### src/rtl/alu8_status.sv
module alu8_status (
  input  logic       clk,
  input  logic       rst_n,
  input  logic       exec,
  input  logic [4:0] op,
  input  logic [7:0] a,
  input  logic [7:0] b,
  input  logic [7:0] imm,
  input  logic       imm_sel,
  output logic [7:0] result,
  output logic [7:0] flags_nxt,
  output logic [7:0] status
);
  localparam int FC = 0, FZ = 1, FN = 2, FV = 3, FS = 4, FH = 5;

  localparam logic [4:0] OP_ADD = 5'd0,  OP_ADC = 5'd1,  OP_SUB = 5'd2,  OP_SBC = 5'd3;
  localparam logic [4:0] OP_CMP = 5'd4,  OP_CPC = 5'd5,  OP_AND = 5'd6,  OP_OR  = 5'd7;
  localparam logic [4:0] OP_XOR = 5'd8,  OP_COM = 5'd9,  OP_NEG = 5'd10, OP_INC = 5'd11;
  localparam logic [4:0] OP_DEC = 5'd12, OP_LSL = 5'd13, OP_LSR = 5'd14, OP_ROL = 5'd15;
  localparam logic [4:0] OP_ROR = 5'd16, OP_ASR = 5'd17, OP_SWP = 5'd18, OP_FST = 5'd19;
  localparam logic [4:0] OP_FCL = 5'd20;

  logic [7:0] opb;
  logic       cin;
  logic       use_c;
  logic       chain;
  logic [8:0] t9;

  assign opb   = imm_sel ? imm : b;
  assign cin   = status[FC];
  assign use_c = (op == OP_ADC) || (op == OP_SBC) || (op == OP_CPC);
  assign chain = (op == OP_SBC) || (op == OP_CPC);

  function automatic logic [7:0] add_fl(input logic [7:0] st, input logic [7:0] x,
                                        input logic [7:0] y, input logic [7:0] r,
                                        input logic co);
    logic [7:0] f;
    f     = st;
    f[FC] = co;
    f[FH] = (x[3] & y[3]) | (y[3] & ~r[3]) | (~r[3] & x[3]);
    f[FV] = (x[7] & y[7] & ~r[7]) | (~x[7] & ~y[7] & r[7]);
    f[FN] = r[7];
    f[FZ] = (r == 8'h00);
    f[FS] = f[FN] ^ f[FV];
    return f;
  endfunction

  function automatic logic [7:0] sub_fl(input logic [7:0] st, input logic [7:0] x,
                                        input logic [7:0] y, input logic [7:0] r,
                                        input logic ch);
    logic [7:0] f;
    f     = st;
    f[FC] = (~x[7] & y[7]) | (y[7] & r[7]) | (r[7] & ~x[7]);
    f[FH] = (~x[3] & y[3]) | (y[3] & r[3]) | (r[3] & ~x[3]);
    f[FV] = (x[7] & ~y[7] & ~r[7]) | (~x[7] & y[7] & r[7]);
    f[FN] = r[7];
    f[FZ] = ch ? ((r == 8'h00) & st[FZ]) : (r == 8'h00);
    f[FS] = f[FN] ^ f[FV];
    return f;
  endfunction

  function automatic logic [7:0] nzv_fl(input logic [7:0] st, input logic [7:0] r,
                                        input logic v);
    logic [7:0] f;
    f     = st;
    f[FV] = v;
    f[FN] = r[7];
    f[FZ] = (r == 8'h00);
    f[FS] = r[7] ^ v;
    return f;
  endfunction

  function automatic logic [7:0] sh_fl(input logic [7:0] st, input logic [7:0] r,
                                       input logic co);
    logic [7:0] f;
    f     = st;
    f[FC] = co;
    f[FN] = r[7];
    f[FZ] = (r == 8'h00);
    f[FV] = r[7] ^ co;
    f[FS] = f[FN] ^ f[FV];
    return f;
  endfunction

  always_comb begin
    result    = a;
    flags_nxt = status;
    t9        = '0;
    case (op)
      OP_ADD, OP_ADC: begin
        t9        = {1'b0, a} + {1'b0, opb} + {8'd0, use_c & cin};
        result    = t9[7:0];
        flags_nxt = add_fl(status, a, opb, t9[7:0], t9[8]);
      end
      OP_SUB, OP_SBC, OP_CMP, OP_CPC: begin
        t9        = {1'b0, a} - {1'b0, opb} - {8'd0, use_c & cin};
        result    = t9[7:0];
        flags_nxt = sub_fl(status, a, opb, t9[7:0], chain);
      end
      OP_NEG: begin
        result    = 8'h00 - a;
        flags_nxt = sub_fl(status, 8'h00, a, result, 1'b0);
      end
      OP_AND: begin
        result    = a & opb;
        flags_nxt = nzv_fl(status, result, 1'b0);
      end
      OP_OR: begin
        result    = a | opb;
        flags_nxt = nzv_fl(status, result, 1'b0);
      end
      OP_XOR: begin
        result    = a ^ opb;
        flags_nxt = nzv_fl(status, result, 1'b0);
      end
      OP_COM: begin
        result        = ~a;
        flags_nxt     = nzv_fl(status, result, 1'b0);
        flags_nxt[FC] = 1'b1;
      end
      OP_INC: begin
        result    = a + 8'd1;
        flags_nxt = nzv_fl(status, result, result == 8'h80);
      end
      OP_DEC: begin
        result    = a - 8'd1;
        flags_nxt = nzv_fl(status, result, result == 8'h7F);
      end
      OP_LSL: begin
        result    = {a[6:0], 1'b0};
        flags_nxt = sh_fl(status, result, a[7]);
      end
      OP_LSR: begin
        result    = {1'b0, a[7:1]};
        flags_nxt = sh_fl(status, result, a[0]);
      end
      OP_ROL: begin
        result    = {a[6:0], cin};
        flags_nxt = sh_fl(status, result, a[7]);
      end
      OP_ROR: begin
        result    = {cin, a[7:1]};
        flags_nxt = sh_fl(status, result, a[0]);
      end
      OP_ASR: begin
        result    = {a[7], a[7:1]};
        flags_nxt = sh_fl(status, result, a[0]);
      end
      OP_SWP: result = {a[3:0], a[7:4]};
      OP_FST: flags_nxt[opb[2:0]] = 1'b1;
      OP_FCL: flags_nxt[opb[2:0]] = 1'b0;
      default: ;
    endcase
  end

  always_ff @(posedge clk or negedge rst_n) begin
    if (!rst_n)    status <= 8'h00;
    else if (exec) status <= flags_nxt;
  end
endmodule

### config.mk
export PLATFORM = sky130hd
export DESIGN_NAME = alu8_status
export DESIGN_NICKNAME = d
export VERILOG_FILES = /design/src/rtl/alu8_status.sv
export SDC_FILE = /design/constraint.sdc
export NUM_CORES = 1
export LEC_CHECK = 0
export BUFFER_PORTS_ARGS = -buffer_cell sky130_fd_sc_hd__buf_2
export CAP_MARGIN = 20
export CORE_AREA = 2 2 60 118
export CTS_CLUSTER_DIAMETER = 150
export DETAILED_ROUTE_END_ITERATION = 6
export DIE_AREA = 0 0 62 120
export GPL_ROUTABILITY_DRIVEN = 1
export PLACE_DENSITY = 0.81
export SLEW_MARGIN = 40
export SYNTH_ARGS = -nofsm -noshare
export SYNTH_HDL_FRONTEND = slang
export SYNTH_SLANG_ARGS = --single-unit
### constraint.sdc
create_clock -name clk -period 5.1 [get_ports clk]
set_clock_uncertainty 0.05 [all_clocks]
set_input_delay 0.765 -clock clk [delete_from_list [all_inputs] [get_ports clk]]
set_output_delay 0.765 -clock clk [all_outputs]
set_load 0.005 [all_outputs]
==> results of run 1 <==
layer usage:
layer	vias up	routed length (um)	global-route usage, %	part of all wire, %
met3	153	1920	16.1	11
met2	410	7920	71.9	46
met4	0	1960	38.8	11
li1	2048	-	-	-
met1	2174	5350	53.8	31
met5	-	0	0	0
how the worst max path moves through the flow:
stage	end	slack [ns]
after floorplan	flags_nxt[2]	0.47
after global placement	result[7]	0.28
after detailed placement	flags_nxt[3]	0.22
after CTS	flags_nxt[2]	0.21
after global routing	flags_nxt[2]	0.05
final	flags_nxt[2]	0.22
report_power, final:
| part | total (mW) | leakage (nW) | switching, mW | internal [mW] |
|---|---|---|---|---|
| registers | 0.0944 | 0.0997 | 0.0155 | 0.0789 |
| logic | 0.551 | 1.71 | 0.342 | 0.209 |
| clock network | 0.134 | 0.0370 | 0.0331 | 0.101 |
| total | 0.780 | 1.85 | 0.391 | 0.389 |
logic make-up (layout without fill, tap and decap cells):
kind of cell | Yosys count | in the layout | synth area share [%]
and+or+nand+nor | 189 | 189 | 28.4
AOI/OAI and AO/OA | 165 | 165 | 31.2
buffers and inverters | 68 | 119 | 8.17
adders and majority gates | 47 | 47 | 16.5
xor gates and xnor gates | 26 | 26 | 6.42
muxes | 14 | 14 | 3.97
DFF | 8 | 8 | 5.29
area by class of cell:
type                       count  area [sq um]
multi-input combinational    441          3310
clock buffer                   3          75.1
tap                           88           110
timing repair buffer          80           460
sequential                     8           200
fill                         577          2280
inverter                      36           136
stage by stage:
| step | hold WS [ns] | worst slack, ns | util, % | std cells | area (sq um) |
|---|---|---|---|---|---|
| after floorplan | 0.419 | 0.466 | - | 517 | 3780 |
| after global placement | 0.469 | 0.279 | 63.7 | 653 | 4180 |
| after detailed placement | 0.476 | 0.219 | 63.7 | 653 | 4180 |
| after CTS | 0.315 | 0.208 | 64.8 | 656 | 4260 |
| after global routing | 0.335 | 0.0487 | 65.3 | 656 | 4290 |
| final | 0.314 | 0.219 | 65.3 | 656 | 4290 |
cells in the mapped netlist (7+ instances only):
| library cell | n |
|---|---|
| sky130_fd_sc_hd__buf_2 | 15 |
| sky130_fd_sc_hd__dfrtp_1 | 8 |
| sky130_fd_sc_hd__nand2b_1 | 10 |
| sky130_fd_sc_hd__o21ai_0 | 31 |
| sky130_fd_sc_hd__o21a_1 | 8 |
| sky130_fd_sc_hd__nor3_1 | 10 |
| sky130_fd_sc_hd__o31ai_1 | 7 |
| sky130_fd_sc_hd__a221oi_1 | 8 |
| sky130_fd_sc_hd__ha_1 | 42 |
| sky130_fd_sc_hd__a31oi_1 | 10 |
| sky130_fd_sc_hd__o211ai_1 | 9 |
| sky130_fd_sc_hd__xor2_1 | 7 |
| sky130_fd_sc_hd__clkbuf_1 | 8 |
| sky130_fd_sc_hd__nand2_1 | 36 |
| sky130_fd_sc_hd__mux2i_1 | 8 |
| sky130_fd_sc_hd__nand4_1 | 13 |
| sky130_fd_sc_hd__xnor2_1 | 17 |
| sky130_fd_sc_hd__nor2b_1 | 8 |
| sky130_fd_sc_hd__a21oi_1 | 28 |
| sky130_fd_sc_hd__nor4_1 | 9 |
| sky130_fd_sc_hd__a211oi_1 | 9 |
| sky130_fd_sc_hd__inv_1 | 32 |
| sky130_fd_sc_hd__nand3_1 | 17 |
| sky130_fd_sc_hd__nor2_1 | 42 |
layout by cell type (no fill, tap or decap), drive strengths merged, types with 11 or more instances in the layout:
| cell type | n |
|---|---|
| ha | 42 |
| nand2 | 37 |
| inv | 34 |
| nand4 | 14 |
| nand3 | 17 |
| nor2 | 45 |
| xnor2 | 18 |
| buf | 80 |
| nor4 | 11 |
| a21oi | 28 |
| o21ai | 37 |
| nor3 | 12 |
| a211oi | 12 |
critical path, cell delays in order:
cell,delay (ns)
sky130_fd_sc_hd__buf_2,0.34
sky130_fd_sc_hd__mux2i_1,0.35
sky130_fd_sc_hd__ha_1,0.43
sky130_fd_sc_hd__ha_1,0.42
sky130_fd_sc_hd__a21oi_1,0.18
sky130_fd_sc_hd__o22ai_1,0.14
sky130_fd_sc_hd__a211oi_4,0.40
sky130_fd_sc_hd__xor2_2,0.18
sky130_fd_sc_hd__a2111oi_4,0.46
sky130_fd_sc_hd__o21ai_1,0.14
sky130_fd_sc_hd__o21a_1,0.13
sky130_fd_sc_hd__buf_2,0.12
what timing repair did:
action | 4_1_cts | 5_1_grt
resized for setup | 0 | 5
setup buffers | 0 | 0
setup endpoints to repair | 0 | 4
==> results.md, run 1 <==
| Metric | This run |
|---|---|
| Arrival time at the worst endpoint | 4.07 ns |
| Starting DRC count in detailed routing | 738 |
| Antenna diode count | 0 |
| Via count | 4,785 |
| Static leakage | 1.85 nW |
| Worst hold path class | in2async |
| First-pass GRT wire length | 26,400 um |
| RR Startpoint | status[0] |
| Number of max-cap violations | 0 |
| Clock-pin transition on the worst setup and hold timing paths | 0.04 ns |
| Synthesis-to-layout area growth | 13.4% |
| Count of mapped cells out of synthesis | 517 |
| Ports placed on the boundary | 57 |
| TritonCTS buffer count | 3 |
| Power Total | 0.780 mW |
| Most used flip-flop cell after synthesis | sky130_fd_sc_hd__dfrtp_1 |
| Sum of negative setup slack | 0 ns |
| Startpoint of the worst setup timing path | imm_sel |
| Fmax achieved | 205 MHz |
| Mapped Area | 0.00378 sq mm |
| Number of enable-type register cells in the synthesized netlist | 0 |
| Flip-flop and latch count after synthesis | 8 |
| Worst Max-Slew Pin Slew | 0.736 ns |
| Count of final max-slew check failures | 0 |
| Crit share post-route | 95.7% |
| Wirelength per Cell | 26.1 um |
| Number of nets in the layout | 650 |
| Main area contributors after synthesis | sky130_fd_sc_hd__ha_1 (14%), sky130_fd_sc_hd__dfrtp_1 (5.3%), sky130_fd_sc_hd__nor2_1 (4.2%) |
| Pin count of the biggest net entering global routing | 35 |
| Maximum ir drop on the vdd rail | 354 uV |
| Fraction of final layout cells with drive strength greater than 1 | 21.7% |
| Top Registers | status x8 |
| Length of the first detailed-routing pass in iterations | 7 |
| Crit start category | input port |
| Result of the run | finished, violations left |
| Initial core utilization | 57.6% |
| Post-cts hold buffer count | 0 |
| Core area | 0.00657 sq mm |
| Clock latency of the later-clocked register in the worst-skew pair | 0.24 ns |
| Number of I/O port buffers | 56 |
| Hold Vio Cnt, Final | 0 |
| Synth unique cells | 87 |
| Grt ovf | 0 |
| Cell at the root of the clock tree | sky130_fd_sc_hd__clkbuf_16 |
| Crit path kind | in2out |
| Number of endpoints failing setup at the final stage | 0 |
| Violated checks | design-rule violations |
| Detail Route Antenna Nets | 0 |
| Async S/R FF share, synth | 100% |
| Type of destination of the critical path | output pin |
| Count of warnings emitted by yosys | 0 |
| Maximum buffer depth of the clock tree | 2 |
| Number of clock sinks | 8 |
| Endpoint of the lowest-slack register-to-register path | status[2] |
| Register bank with the most flops | status |
| Maximum fanout encountered on the critical timing path | 16 |
| Final critical delay including setup and external delays | 4.88 ns |
| Floorplan die height | 120 um |
| Max reg flops | 8 |
| Reg2Reg Depth | 10 |
| Area fraction of the dominant cell type after synthesis | 13.9% |
| Post-DP HPWL | 12,800 um |
| Initial antenna violation count | 0 |
| TritonCTS clock tree | done |
| Setup repair after global routing missed its margin | false |
| Via count of the first global-routing pass | 4,643 |
| Mean instance size in the synthesized netlist | 7.32 sq um |
| Seq/Total Area, Yosys | 5.29% |
| GP Congestion | 1.07 |
| Number of rows in the core area | 42 |
| Die area | 0.00744 sq mm |
| Vias per Instance | 7.29 |
| Cell type with the largest total area after synthesis | sky130_fd_sc_hd__ha_1 |
| Max-slew headroom | 50.6% |
| DRC | 6 |
| Total detailed-routing wirelength | 17,100 um |
| H-tree level count | 1 |
| Data required time of the worst path | 4.28 ns |
| DIE WIDTH | 62 um |
| Combined global-route utilization of all metal layers | 48.7% |
| Mapped Nets | 597 |
| FF-to-FF setup slack | 1.73 ns |
| Total power density per cell area | 182 mW/mm^2 |
No activity file was read; power rests on OpenSTA's default activity.
==> run 2: changes to the inputs <==
Settings changed: CORE_AREA 2 2 60 118 to 2 2 59 117, CTS_BUF_LIST set to sky130_fd_sc_hd__clkbuf_2 sky130_fd_sc_hd__clkbuf_4 sky130_fd_sc_hd__clkbuf_8, DIE_AREA 0 0 62 120 to 0 0 61 119, MAX_ROUTING_LAYER set to met4, PLACE_DENSITY 0.81 to 0.83.
==> run 2 against run 1 <==
The flow still finishes with violations (design-rule violations). Sequential share of layout area is 0.11 points higher. Sequential power grew 2.8%. Die area is 2.4% lower. Setup slack lost 0.082 ns. Total power shrank 12%. Worst hold slack gained 0.0090 ns. Utilization down 0.43 points. Global-route usage down 6.3 points. Maximum frequency shrank 1.6%. First-iteration DRC count rose by 6.9%. Largest power group unchanged.
==> results.md, run 2 (same netlist as run 1, synthesis figures left out) <==
| Metric | This run | vs previous |
|---|---|---|
| Type of destination of the critical path | output pin |  |
| Setup repair after global routing missed its margin | false |  |
| Core area | 0.00646 sq mm | -1.6% |
| Most common cell after layout, fill and taps aside | sky130_fd_sc_hd__buf_2 |  |
| Fill cell total of the finished layout | 607 | +5.2% |
| Startpoint of the worst setup timing path | op[1] |  |
| Crit-path max cell delay | 0.60 ns | +0.14 ns |
| Number of endpoints failing setup at the final stage | 0 | unchanged |
| Arrival time at the worst endpoint | 4.15 ns | +0.08 ns |
| Floorplan die height | 119 um | -0.83% |
| Max-slew headroom | 43.6% | -7.0 points |
| Number of nets in the layout | 645 | -0.77% |
| Die area | 0.00726 sq mm | -2.4% |
| Pin count of the biggest net entering global routing | 35 | unchanged |
| Maximum fanout encountered on the critical timing path | 4 | -12 |
| TritonCTS clock tree | done |  |
| Final core occ | 64.9% | -0.43 points |
| Fraction of final layout cells with drive strength greater than 1 | 20.2% | -1.4 points |
| RR Startpoint | status[0] |  |
| Reg2Reg Depth | 10 | unchanged |
| Initial antenna violation count | 0 | unchanged |
| Fmax achieved | 202 MHz | -1.6% |
| Endpoint of the lowest-slack register-to-register path | status[2] |  |
| TritonCTS buffer count | 3 | unchanged |
| Worst Max-Slew Pin Slew | 0.840 ns | +0.104 ns |
| Via count | 4,600 | -3.9% |
| Crit start category | input port |  |
| Number of gates resized after cts | 0 | unchanged |
| H-tree level count | 1 | unchanged |
| Clock-pin transition on the worst setup and hold timing paths | 0.04 ns | about the same |
| Wirelength per Cell | 22.7 um | -13% |
| DRC | 1 | -5 |
| Hold Vio Cnt, Final | 0 | unchanged |
| Sequential Area | 200 sq um | unchanged |
| Result of the run | finished, violations left |  |
| Final critical delay including setup and external delays | 4.96 ns | +0.0818 ns |
| Crit path kind | in2out |  |
| DIE WIDTH | 61 um | -1.6% |
| Number of clock sinks | 8 | unchanged |
| Detail Route Antenna Nets | 0 | unchanged |
| Antenna diode count | 0 | unchanged |
| Violated checks | design-rule violations |  |
| Post-CTS setup buffers | 0 | unchanged |
| Combined global-route utilization of all metal layers | 42.4% | -6.3 points |
| Clock latency of the later-clocked register in the worst-skew pair | 0.23 ns | about the same |
| Sum of negative setup slack | 0 ns | unchanged |
| Total power density per cell area | 164 mW/mm^2 | -9.6% |
| Standard cell with the maximum stage delay on the critical path | sky130_fd_sc_hd__a2111oi_2 |  |
| Initial core utilization | 58.5% | +0.94 points |
| Length of the first detailed-routing pass in iterations | 7 | unchanged |
| First-pass GRT wire length | 22,500 um | -15% |
| Combined area of the multi-input logic cells | 0.00328 sq mm | -0.76% |
| Max reg flops | 8 | unchanged |
| GP Congestion | 1.13 | +5.3% |
| Ports placed on the boundary | 57 | unchanged |
| Total detailed-routing wirelength | 14,800 um | -14% |
| Post-DP HPWL | 11,100 um | -13% |
| Most frequent CP cell | sky130_fd_sc_hd__buf_2 |  |
| Cell at the root of the clock tree | sky130_fd_sc_hd__clkbuf_8 |  |
| Synthesis-to-layout area growth | 10.8% |  |
| Capture point of the critical path | flags_nxt[2] |  |
| Post-cts hold buffer count | 0 | unchanged |
| Static leakage | 1.81 nW | -2.4% |
| Maximum ir drop on the vdd rail | 271 uV | -24% |
| Register bank with the most flops | status |  |
| Number of rows in the core area | 42 | unchanged |
| Number of I/O port buffers | 56 | unchanged |
| Crit share post-route | 97.3% | +1.6 points |
| Crit-path cells | buf_2 -> a211oi_1 -> nand3_1 -> fa_1 -> ha_1 -> a211oi_2 -> o22ai_1 -> a211oi_4 -> xor2_2 -> a2111oi_2 -> o21ai_1 -> o21a_1 -> buf_2 |  |
| Data required time of the worst path | 4.28 ns | about the same |
| FF-to-FF setup slack | 1.43 ns | -0.30 ns |
| Maximum buffer depth of the clock tree | 2 | unchanged |
| Worst hold path class | in2async |  |
| Via count of the first global-routing pass | 4,053 | -13% |
| Count of final max-slew check failures | 0 | unchanged |
| Starting DRC count in detailed routing | 789 | +6.9% |
| Grt ovf | 0 | unchanged |
| Vias per Instance | 7.07 | -3.1% |
| Top Registers | status x8 |  |
| Highest-count cells in the layout ignoring fill and taps | sky130_fd_sc_hd__buf_2 (56), sky130_fd_sc_hd__nor2_1 (42), sky130_fd_sc_hd__ha_1 (42), sky130_fd_sc_hd__nand2_1 (36), sky130_fd_sc_hd__inv_1 (32) |  |
| Number of max-cap violations | 0 | unchanged |
==> run 2: cell type report <==
| class | instances | area share (%) |
|---|---|---|
| sequential | 8 | 4.77 |
| timing repair buffer | 75 | 10.1 |
| inverter | 36 | 3.25 |
| tap | 88 | 2.63 |
| multi-input combinational | 441 | 78.3 |
| clock buffer | 3 | 0.984 |
==> run 2: power breakdown <==
| part | switching [mW] | internal (mW) | leakage, nW | total (mW) |
|---|---|---|---|---|
| sequential | 0.0182 | 0.0788 | 0.0997 | 0.0970 |
| clock | 0.0230 | 0.0509 | 0.0216 | 0.0740 |
| combinational | 0.316 | 0.202 | 1.68 | 0.518 |
==> run 2: worst min path at each step <==
stage,cells after the start,endpoint,slack [ns],from
CTS,1,status[3],0.32,rst_n
detailed placement,1,status[6],0.48,status[6]
global route,1,status[0],0.33,rst_n
floorplan,0,status[0],0.42,rst_n
finish,1,status[1],0.32,rst_n
global placement,1,status[6],0.47,status[6]
==> run 2: worst max-delay path, delay by kind of cell <==
kind            cells  cell delay [ns]
buf+inv             2             0.22
simple gates        1             0.19
xor+xnor            1             0.16
fa+ha+maj           2             0.87
compound gates      7             1.93
==> run 2: through the flow <==
| stage | total power [mW] | setup WS (ns) | instances | cell area, sq um | hold slack (ns) |
|---|---|---|---|---|---|
| 2_1_floorplan | 0.426 | 0.466 | 517 | 3780 | 0.419 |
| 3_3_place_gp | 0.583 | 0.262 | 648 | 4140 | 0.470 |
| 3_5_place_dp | 0.591 | 0.223 | 648 | 4140 | 0.476 |
| 4_1_cts | 0.671 | 0.219 | 651 | 4190 | 0.324 |
| 5_1_grt | 0.730 | 0.0289 | 651 | 4190 | 0.326 |
| 6_report | 0.689 | 0.138 | 651 | 4190 | 0.323 |
==> run 2: metal layers <==
layer / routed length (um) / track usage [%] / vias to the layer above
li1: - / - / 2046
met1: 4890 / 49.8 / 2075
met2: 6860 / 64.0 / 377
met3: 1690 / 10.5 / 102
met4: 1320 / 23.9 / 0
met5: 0 / - / -
